<file path="config.mk">
export PLATFORM = sky130hd
export DESIGN_NAME = pp_top
export DESIGN_NICKNAME = d
export VERILOG_FILES = /design/src/rtl/pp_pkg.sv /design/src/rtl/pp_bus_dec.sv /design/src/rtl/pp_regs.sv /design/src/rtl/pp_hs_chan.sv /design/src/rtl/pp_top.sv
export SDC_FILE = /design/constraint.sdc
export NUM_CORES = 1
export LEC_CHECK = 0
export BUFFER_PORTS_ARGS = -buffer_cell sky130_fd_sc_hd__buf_2
export CAP_MARGIN = 20
export CORE_MARGIN = 3
export CORE_UTILIZATION = 53
export DETAILED_ROUTE_END_ITERATION = 8
export PLACE_DENSITY = 0.8
export SLEW_MARGIN = 40
export SYNTH_ARGS = -nofsm -noshare
export SYNTH_HDL_FRONTEND = slang
export SYNTH_SLANG_ARGS = --single-unit
</file>
<file path="constraint.sdc">
create_clock -name clk -period 1.95 [get_ports clk]
set_input_delay 0.195 -clock clk [delete_from_list [all_inputs] [get_ports clk]]
set_output_delay 0.195 -clock clk [all_outputs]
set_load 0.005 [all_outputs]
</file>
<file path="src/rtl/pp_pkg.sv">
package pp_pkg;
  localparam int PORT_W = 8;
  localparam int NCHAN  = 2;
  localparam int NSEL   = 4;
  localparam int AW     = $clog2(NSEL);
  localparam int CIW    = $clog2(PORT_W);

  typedef enum logic [AW-1:0] {
    SEL_A   = 2'b00,
    SEL_B   = 2'b01,
    SEL_C   = 2'b10,
    SEL_CFG = 2'b11
  } port_sel_e;

  // configuration word, msb first
  typedef struct packed {
    logic is_cfg;
    logic spare;
    logic a_strb;
    logic a_in;
    logic cu_in;
    logic b_strb;
    logic b_in;
    logic cl_in;
  } cfg_t;

  localparam logic [7:0] CFG_RESET = 8'h9B;

  // handshake line positions on port C, channel 0 = A, 1 = B
  function automatic logic [CIW-1:0] irq_pos(input int ch);
    return (ch == 0) ? CIW'(3) : CIW'(0);
  endfunction

  function automatic logic [CIW-1:0] flag_pos(input int ch, input logic is_in);
    if (ch == 0) return is_in ? CIW'(5) : CIW'(7);
    return CIW'(1);
  endfunction

  function automatic logic [CIW-1:0] hs_pos(input int ch, input logic is_in);
    if (ch == 0) return is_in ? CIW'(4) : CIW'(6);
    return CIW'(2);
  endfunction
endpackage

</file>
<file path="src/rtl/pp_bus_dec.sv">
module pp_bus_dec #(
  parameter int NS = 4,
  localparam int SW = $clog2(NS)
) (
  input  logic          cs,
  input  logic          rd,
  input  logic          wr,
  input  logic [SW-1:0] addr,
  output logic [NS-1:0] wr_sel,
  output logic [NS-1:0] rd_sel
);
  logic do_wr;
  logic do_rd;

  assign do_wr = cs & wr & ~rd;
  assign do_rd = cs & rd & ~wr;

  for (genvar i = 0; i < NS; i++) begin : g_sel
    assign wr_sel[i] = do_wr && (addr == SW'(i));
    assign rd_sel[i] = do_rd && (addr == SW'(i));
  end
endmodule

</file>
<file path="src/rtl/pp_regs.sv">
module pp_regs
  import pp_pkg::*;
#(
  parameter int PW = PORT_W,
  localparam int IW = $clog2(PW)
) (
  input  logic            clk,
  input  logic            rst,
  input  logic [NSEL-1:0] wr_sel,
  input  logic [PW-1:0]   din,
  output cfg_t            cfg,
  output logic [PW-1:0]   lat_a,
  output logic [PW-1:0]   lat_b,
  output logic [PW-1:0]   lat_c,
  output logic            cfg_wr,
  output logic            bit_wr,
  output logic [IW-1:0]   bit_idx,
  output logic            bit_val
);
  assign cfg_wr  = wr_sel[SEL_CFG] & din[7];
  assign bit_wr  = wr_sel[SEL_CFG] & ~din[7];
  assign bit_idx = din[IW:1];
  assign bit_val = din[0];

  always_ff @(posedge clk) begin
    if (rst) begin
      cfg   <= cfg_t'(CFG_RESET);
      lat_a <= '0;
      lat_b <= '0;
      lat_c <= '0;
    end else if (cfg_wr) begin
      cfg   <= cfg_t'(din[7:0]);
      lat_a <= '0;
      lat_b <= '0;
      lat_c <= '0;
    end else begin
      if (wr_sel[SEL_A]) lat_a <= din;
      if (wr_sel[SEL_B]) lat_b <= din;
      if (wr_sel[SEL_C]) lat_c <= din;
      if (bit_wr) lat_c[bit_idx] <= bit_val;
    end
  end
endmodule

</file>
<file path="src/rtl/pp_hs_chan.sv">
module pp_hs_chan #(
  parameter int PW = 8,
  parameter int IW = 3,
  parameter logic [IW-1:0] HS_IN_POS  = 4,
  parameter logic [IW-1:0] HS_OUT_POS = 6
) (
  input  logic          clk,
  input  logic          rst,
  input  logic          clr,
  input  logic          en,
  input  logic          is_in,
  input  logic          hs_n,
  input  logic          port_wr,
  input  logic          port_rd,
  input  logic [PW-1:0] pins,
  input  logic          bit_wr,
  input  logic [IW-1:0] bit_idx,
  input  logic          bit_val,
  output logic [PW-1:0] in_lat,
  output logic          busy,
  output logic          irq,
  output logic          inte
);
  logic          hs_prev;
  logic          fall;
  logic          rise;
  logic [IW-1:0] my_hs;

  assign my_hs = is_in ? HS_IN_POS : HS_OUT_POS;
  assign fall  = hs_prev & ~hs_n;
  assign rise  = ~hs_prev & hs_n;

  always_ff @(posedge clk) begin
    if (rst || clr) begin
      hs_prev <= 1'b1;
      busy    <= 1'b0;
      irq     <= 1'b0;
      inte    <= 1'b0;
      in_lat  <= '0;
    end else begin
      hs_prev <= hs_n;
      if (en) begin
        if (bit_wr && (bit_idx == my_hs)) inte <= bit_val;
        if (is_in) begin
          // capture wins over a same-cycle read so no byte is lost
          if (fall) begin
            in_lat <= pins;
            busy   <= 1'b1;
          end else if (port_rd) begin
            busy <= 1'b0;
          end
          if (port_rd) irq <= 1'b0;
          else if (rise && inte && busy) irq <= 1'b1;
        end else begin
          if (port_wr) begin
            busy <= 1'b1;
            irq  <= 1'b0;
          end else begin
            if (fall) busy <= 1'b0;
            if (rise && inte) irq <= 1'b1;
          end
        end
      end
    end
  end
endmodule

</file>
<file path="src/rtl/pp_top.sv">
module pp_top
  import pp_pkg::*;
#(
  parameter int PW = PORT_W,
  localparam int IW = $clog2(PW)
) (
  input  logic          clk,
  input  logic          rst,
  input  logic          cs,
  input  logic          rd,
  input  logic          wr,
  input  logic [AW-1:0] addr,
  input  logic [PW-1:0] din,
  output logic [PW-1:0] dout,
  output logic          dout_en,
  input  logic [PW-1:0] pa_in,
  output logic [PW-1:0] pa_out,
  output logic [PW-1:0] pa_oe,
  input  logic [PW-1:0] pb_in,
  output logic [PW-1:0] pb_out,
  output logic [PW-1:0] pb_oe,
  input  logic [PW-1:0] pc_in,
  output logic [PW-1:0] pc_out,
  output logic [PW-1:0] pc_oe
);
  localparam int HALF = PW / 2;

  logic [NSEL-1:0] wr_sel;
  logic [NSEL-1:0] rd_sel;
  cfg_t            cfg_q;
  logic [PW-1:0]   lat_a;
  logic [PW-1:0]   lat_b;
  logic [PW-1:0]   lat_c;
  logic            cfg_wr;
  logic            bit_wr;
  logic [IW-1:0]   bit_idx;
  logic            bit_val;

  logic [NCHAN-1:0] ch_en;
  logic [NCHAN-1:0] ch_is_in;
  logic [NCHAN-1:0] ch_busy;
  logic [NCHAN-1:0] ch_irq;
  logic [NCHAN-1:0] ch_inte;
  logic [NCHAN-1:0] hs_n;
  logic [PW-1:0]    ch_pins [NCHAN];
  logic [PW-1:0]    ch_lat  [NCHAN];

  logic [PW-1:0] c_own_o;
  logic [PW-1:0] c_own_i;
  logic [PW-1:0] c_hs;
  logic [PW-1:0] c_half_out;
  logic [PW-1:0] a_rd;
  logic [PW-1:0] b_rd;
  logic [PW-1:0] c_rd;
  logic [PW-1:0] rd_mux;

  pp_bus_dec #(.NS(NSEL)) u_dec (
    .cs(cs), .rd(rd), .wr(wr), .addr(addr),
    .wr_sel(wr_sel), .rd_sel(rd_sel)
  );

  pp_regs #(.PW(PW)) u_regs (
    .clk(clk), .rst(rst), .wr_sel(wr_sel), .din(din),
    .cfg(cfg_q), .lat_a(lat_a), .lat_b(lat_b), .lat_c(lat_c),
    .cfg_wr(cfg_wr), .bit_wr(bit_wr), .bit_idx(bit_idx), .bit_val(bit_val)
  );

  assign ch_en    = {cfg_q.b_strb, cfg_q.a_strb};
  assign ch_is_in = {cfg_q.b_in, cfg_q.a_in};
  assign ch_pins[0] = pa_in;
  assign ch_pins[1] = pb_in;

  for (genvar ch = 0; ch < NCHAN; ch++) begin : g_chan
    localparam logic [IW-1:0] HSI = IW'(hs_pos(ch, 1'b1));
    localparam logic [IW-1:0] HSO = IW'(hs_pos(ch, 1'b0));

    assign hs_n[ch] = ch_is_in[ch] ? pc_in[HSI] : pc_in[HSO];

    pp_hs_chan #(.PW(PW), .IW(IW), .HS_IN_POS(HSI), .HS_OUT_POS(HSO)) u_chan (
      .clk(clk), .rst(rst), .clr(cfg_wr),
      .en(ch_en[ch]), .is_in(ch_is_in[ch]), .hs_n(hs_n[ch]),
      .port_wr(wr_sel[ch]), .port_rd(rd_sel[ch]), .pins(ch_pins[ch]),
      .bit_wr(bit_wr), .bit_idx(bit_idx), .bit_val(bit_val),
      .in_lat(ch_lat[ch]), .busy(ch_busy[ch]), .irq(ch_irq[ch]), .inte(ch_inte[ch])
    );
  end

  // lines of port C borrowed by active handshake channels
  always_comb begin
    c_own_o = '0;
    c_own_i = '0;
    c_hs    = '0;
    for (int ch = 0; ch < NCHAN; ch++) begin
      if (ch_en[ch]) begin
        c_own_o[irq_pos(ch)] = 1'b1;
        c_hs[irq_pos(ch)]    = ch_irq[ch];
        c_own_o[flag_pos(ch, ch_is_in[ch])] = 1'b1;
        c_hs[flag_pos(ch, ch_is_in[ch])]    = ch_is_in[ch] ? ch_busy[ch] : ~ch_busy[ch];
        c_own_i[hs_pos(ch, ch_is_in[ch])]   = 1'b1;
        c_hs[hs_pos(ch, ch_is_in[ch])]      = ch_inte[ch];
      end
    end
  end

  assign c_half_out = {{HALF{~cfg_q.cu_in}}, {(PW - HALF){~cfg_q.cl_in}}};

  assign pa_out = lat_a;
  assign pa_oe  = {PW{~cfg_q.a_in}};
  assign pb_out = lat_b;
  assign pb_oe  = {PW{~cfg_q.b_in}};
  assign pc_oe  = c_own_o | (c_half_out & ~c_own_i);
  assign pc_out = (c_own_o & c_hs) | (~c_own_o & lat_c);

  assign a_rd = ~cfg_q.a_in ? lat_a : (cfg_q.a_strb ? ch_lat[0] : pa_in);
  assign b_rd = ~cfg_q.b_in ? lat_b : (cfg_q.b_strb ? ch_lat[1] : pb_in);
  assign c_rd = ((c_own_o | c_own_i) & c_hs)
              | (~(c_own_o | c_own_i) & ((c_half_out & lat_c) | (~c_half_out & pc_in)));

  always_comb begin
    rd_mux = '0;
    if (rd_sel[SEL_A])   rd_mux = a_rd;
    if (rd_sel[SEL_B])   rd_mux = b_rd;
    if (rd_sel[SEL_C])   rd_mux = c_rd;
    if (rd_sel[SEL_CFG]) rd_mux = PW'(cfg_q);
  end

  always_ff @(posedge clk) begin
    if (rst) begin
      dout    <= '0;
      dout_en <= 1'b0;
    end else begin
      dout_en <= |rd_sel;
      if (|rd_sel) dout <= rd_mux;
    end
  end
endmodule

</file>
==> metrics.log <==
[metrics] timing-limited maximum frequency: 0.550 GHz
[metrics] drc violations: 0
[metrics] Post-CTS Resized: 1
[metrics] DP Wirelength: 7900 um
[metrics] detailed-route via count: 3,591
[metrics] syn nets: 496
[metrics] Ys Warns: 0
[metrics] share of synthesized registers carrying an async set or reset: 0%
[metrics] RSZ-0062 raised after global routing: false
[metrics] Avg Inst Size Synth: 7.83 um2
[metrics] Post-Route Skew: 0.0111 ns
[metrics] class of the most critical hold timing path: in2reg
[metrics] fraction of the yosys area taken by sequential cells: 36.4%
[metrics] type of the worst setup path: reg2reg
[metrics] PnR worst setup slack: 0.131 ns
[metrics] number of global-route vias before repair: 3,327
[metrics] Least-Margin Pin Slew: 0.665 ns
[metrics] Post-CTS Setup Repair Bufs: 0
[metrics] first-pass GRT wire length: 16,600 um
[metrics] Req. time, crit path: 2.17 ns
[metrics] Root Driver: sky130_fd_sc_hd__clkbuf_8
[metrics] Total Neg Setup Slack: 0 ns
[metrics] total of hold buffers inserted after clock tree synthesis: 0
[metrics] remaining global-route overflow: 0
[metrics] initial antenna violation count: 0
[metrics] largest net degree at the start of global routing: 43
[metrics] number of synthesized flops with an enable pin: 0
[metrics] DIE AREA: 7780 um2
[metrics] H-Tree Level Count: 3
[metrics] synthesized instance count: 457
[metrics] category of cells accounting for the largest share of critical-path delay: compound AO/OA/AOI/OAI gates
[metrics] flip-flop cell with the highest count after synthesis: sky130_fd_sc_hd__dfxtp_1
[metrics] cell chain of the critical path: buf_4, mux2i_1, a21oi_1, a22o_1, a2111oi_0, nor3_1
[metrics] number of clock sinks: 65
[metrics] cell type of the slowest stage on the worst timing path: sky130_fd_sc_hd__a2111oi_0
[metrics] area growth from synthesis to final layout: 18.1%
[metrics] startpoint class of the critical path: register
[metrics] routed vias/inst: 5.89
[metrics] clock-pin slew on the worst setup and hold paths: 0.08 ns
[metrics] TritonCTS Buffers: 9
[metrics] GP Congestion: 0.984
[metrics] result of the run: complete, no violations
[metrics] fraction of the cycle the final worst path needs: 93.3%
[metrics] flop and latch count out of synthesis: 65
[metrics] TritonCTS clock tree: built
[metrics] power density cells: 710 nW/um2
[metrics] Synth Cell Area: 3580 um2
[metrics] Wirelength per Cell: 17.5 um
[metrics] final-stage net count: 567
[metrics] core region area: 6460 um2
[metrics] clock latency at the later pin of the worst-skew pair: 0.35 ns
[metrics] leading cell types in the layout, fill and taps excluded: 95 x sky130_fd_sc_hd__buf_2, 88 x sky130_fd_sc_hd__nand2_1, 63 x sky130_fd_sc_hd__dfxtp_1, 53 x sky130_fd_sc_hd__a21oi_1, 46 x sky130_fd_sc_hd__nor2_1
[metrics] Final Max Tran Viols: 0
[metrics] fin crit period: 1.82 ns
[metrics] number of buffers between clock root and the deepest sink: 2
[metrics] number of I/O pins: 96
[metrics] worst voltage drop across the vdd grid: 483 uV
[metrics] number of buffers inserted by port buffering: 95
[metrics] drt pass-1 iters: 5
[metrics] endpoint kind of the worst setup timing path: register
[metrics] Max stage delay on crit path: 0.44 ns
[metrics] number of design-rule violations left by the first detailed-router iteration: 339
[metrics] Worst Path Max Fanout: 6
[metrics] worst path bufs/invs: 1
[metrics] Arrival @ worst endpoint: 2.04 ns
[metrics] fraction of final layout cells with drive strength greater than 1: 27.0%
[metrics] total of max-cap violations: 0
[metrics] final antenna-violating net count: 0
[metrics] horizontal die dimension: 88.2 um
[metrics] number of hold violations in the final report: 0
[metrics] Placement Setup Slack: 0.137 ns
[metrics] Starting Density: 55.4%
[metrics] number of core rows: 29
[metrics] leakage power summed over all cells: 1.86 nW
[metrics] final-report setup violation count: 0
[metrics] number of antenna diodes: 0
[metrics] distinct cell type count of the synthesized netlist: 49
[metrics] DRT Wirelength: 10,700 um
[metrics] global-route usage over all layers: 28.1%
[metrics] Max transition margin: 55.5%
[metrics] die height: 88.2 um
[metrics] FF-to-FF setup slack: 0.13 ns
[metrics] most common library cell in the layout ignoring fill and taps: sky130_fd_sc_hd__buf_2
-- final cells by class --
type                    instances  area (um2)
fillers                       579        2230
multi-input cells             335        1960
flip-flops and latches         65        1300
repair buffers                113         623
clock buffers                  10         138
well taps                      77        96.3
clock inverters                 6        90.1
inverters                       4        15.0
-- metrics by stage --
stage	utilization (%)	instances	total power [mW]	hold slack [ns]	area, um2
after floorplan	-	457	1.56	0.299	3580
after global placement	61.9	594	1.69	0.441	4000
after detailed placement	61.9	594	1.70	0.441	4000
after CTS	65.5	610	3.00	0.0691	4230
after global routing	65.5	610	3.10	0.0835	4230
final	65.5	610	3.00	0.0621	4230
-- power breakdown --
group	switching, mW	internal (mW)
Clock	0.569	0.759
Combinational	0.190	0.122
Sequential	0.0164	1.35
-- path summary, 6_finish.rpt --
| check | cells after the start | to | startpoint |
|---|---|---|---|
| setup / recovery | 6 | dout[3] | u_regs.cfg[5] |
| hold / removal | 2 | g_chan[1].u_chan.hs_prev | pc_in[2] |
| setup reg to reg | 6 | dout[3] | u_regs.cfg[5] |
| hold reg to reg | 2 | g_chan[0].u_chan.in_lat[4] | g_chan[0].u_chan.in_lat[4] |
-- flip-flops by register name, summed over array words and instances, names as in the netlist, 8 cells and up --
signal and count:
g_chan.u_chan.in_lat 16, dout 8, u_regs.cfg 8, u_regs.lat_a 8, u_regs.lat_b 8, u_regs.lat_c 8
-- kinds of logic (layout without fill, tap and decap cells) --
kind of cell	count (synthesis)	in the layout	share of synthesized area (%)
AO/OA/AOI/OAI	111	111	20.1
XOR/XNOR	2	2	0.489
buffers and inverters	57	133	8.81
flip-flops	65	65	36.4
multiplexers	41	41	11.6
AND/OR/NAND/NOR	181	181	22.7
-- cell usage after synthesis, types with 2 or more instances --
library cell                instances  area [um2]
sky130_fd_sc_hd__a2111oi_0          2        17.5
sky130_fd_sc_hd__a211o_1            4        35.0
sky130_fd_sc_hd__a211oi_1          12        90.1
sky130_fd_sc_hd__a211oi_2           4        50.1
sky130_fd_sc_hd__a21oi_1           53         265
sky130_fd_sc_hd__a221oi_1           5        43.8
sky130_fd_sc_hd__a22o_1             2        17.5
sky130_fd_sc_hd__a311oi_1           2        17.5
sky130_fd_sc_hd__and2_1             3        18.8
sky130_fd_sc_hd__and3_1             2        12.5
sky130_fd_sc_hd__and3b_1            2        17.5
sky130_fd_sc_hd__buf_2             13        65.1
sky130_fd_sc_hd__buf_4             18         135
sky130_fd_sc_hd__buf_6              2        22.5
sky130_fd_sc_hd__clkbuf_1          17        63.8
sky130_fd_sc_hd__clkbuf_2           2        10.0
sky130_fd_sc_hd__dfxtp_1           65        1300
sky130_fd_sc_hd__inv_1              4        15.0
sky130_fd_sc_hd__mux2_2             4        45.0
sky130_fd_sc_hd__mux2i_1           37         370
sky130_fd_sc_hd__nand2_1           88         330
sky130_fd_sc_hd__nand2b_1           6        37.5
sky130_fd_sc_hd__nand3_1            6        30.0
sky130_fd_sc_hd__nand3b_1           3        22.5
sky130_fd_sc_hd__nand4_1            3        18.8
sky130_fd_sc_hd__nor2_1            46         173
sky130_fd_sc_hd__nor2b_1            6        37.5
sky130_fd_sc_hd__nor3_1             7        35.0
sky130_fd_sc_hd__o211ai_1           2        15.0
sky130_fd_sc_hd__o21a_1             3        22.5
sky130_fd_sc_hd__o21ai_0           14        70.1
sky130_fd_sc_hd__o31ai_1            2        15.0
sky130_fd_sc_hd__or3_1              2        12.5
-- layer usage --
metal,GRT usage [%],vias to the layer above,wire length [um]
li1,-,1721,-
met1,38.2,1637,4450
met2,42.2,208,4890
met3,7.06,25,1090
met4,12.1,0,257
met5,0,-,0
(Power assumes the default switching activity.)
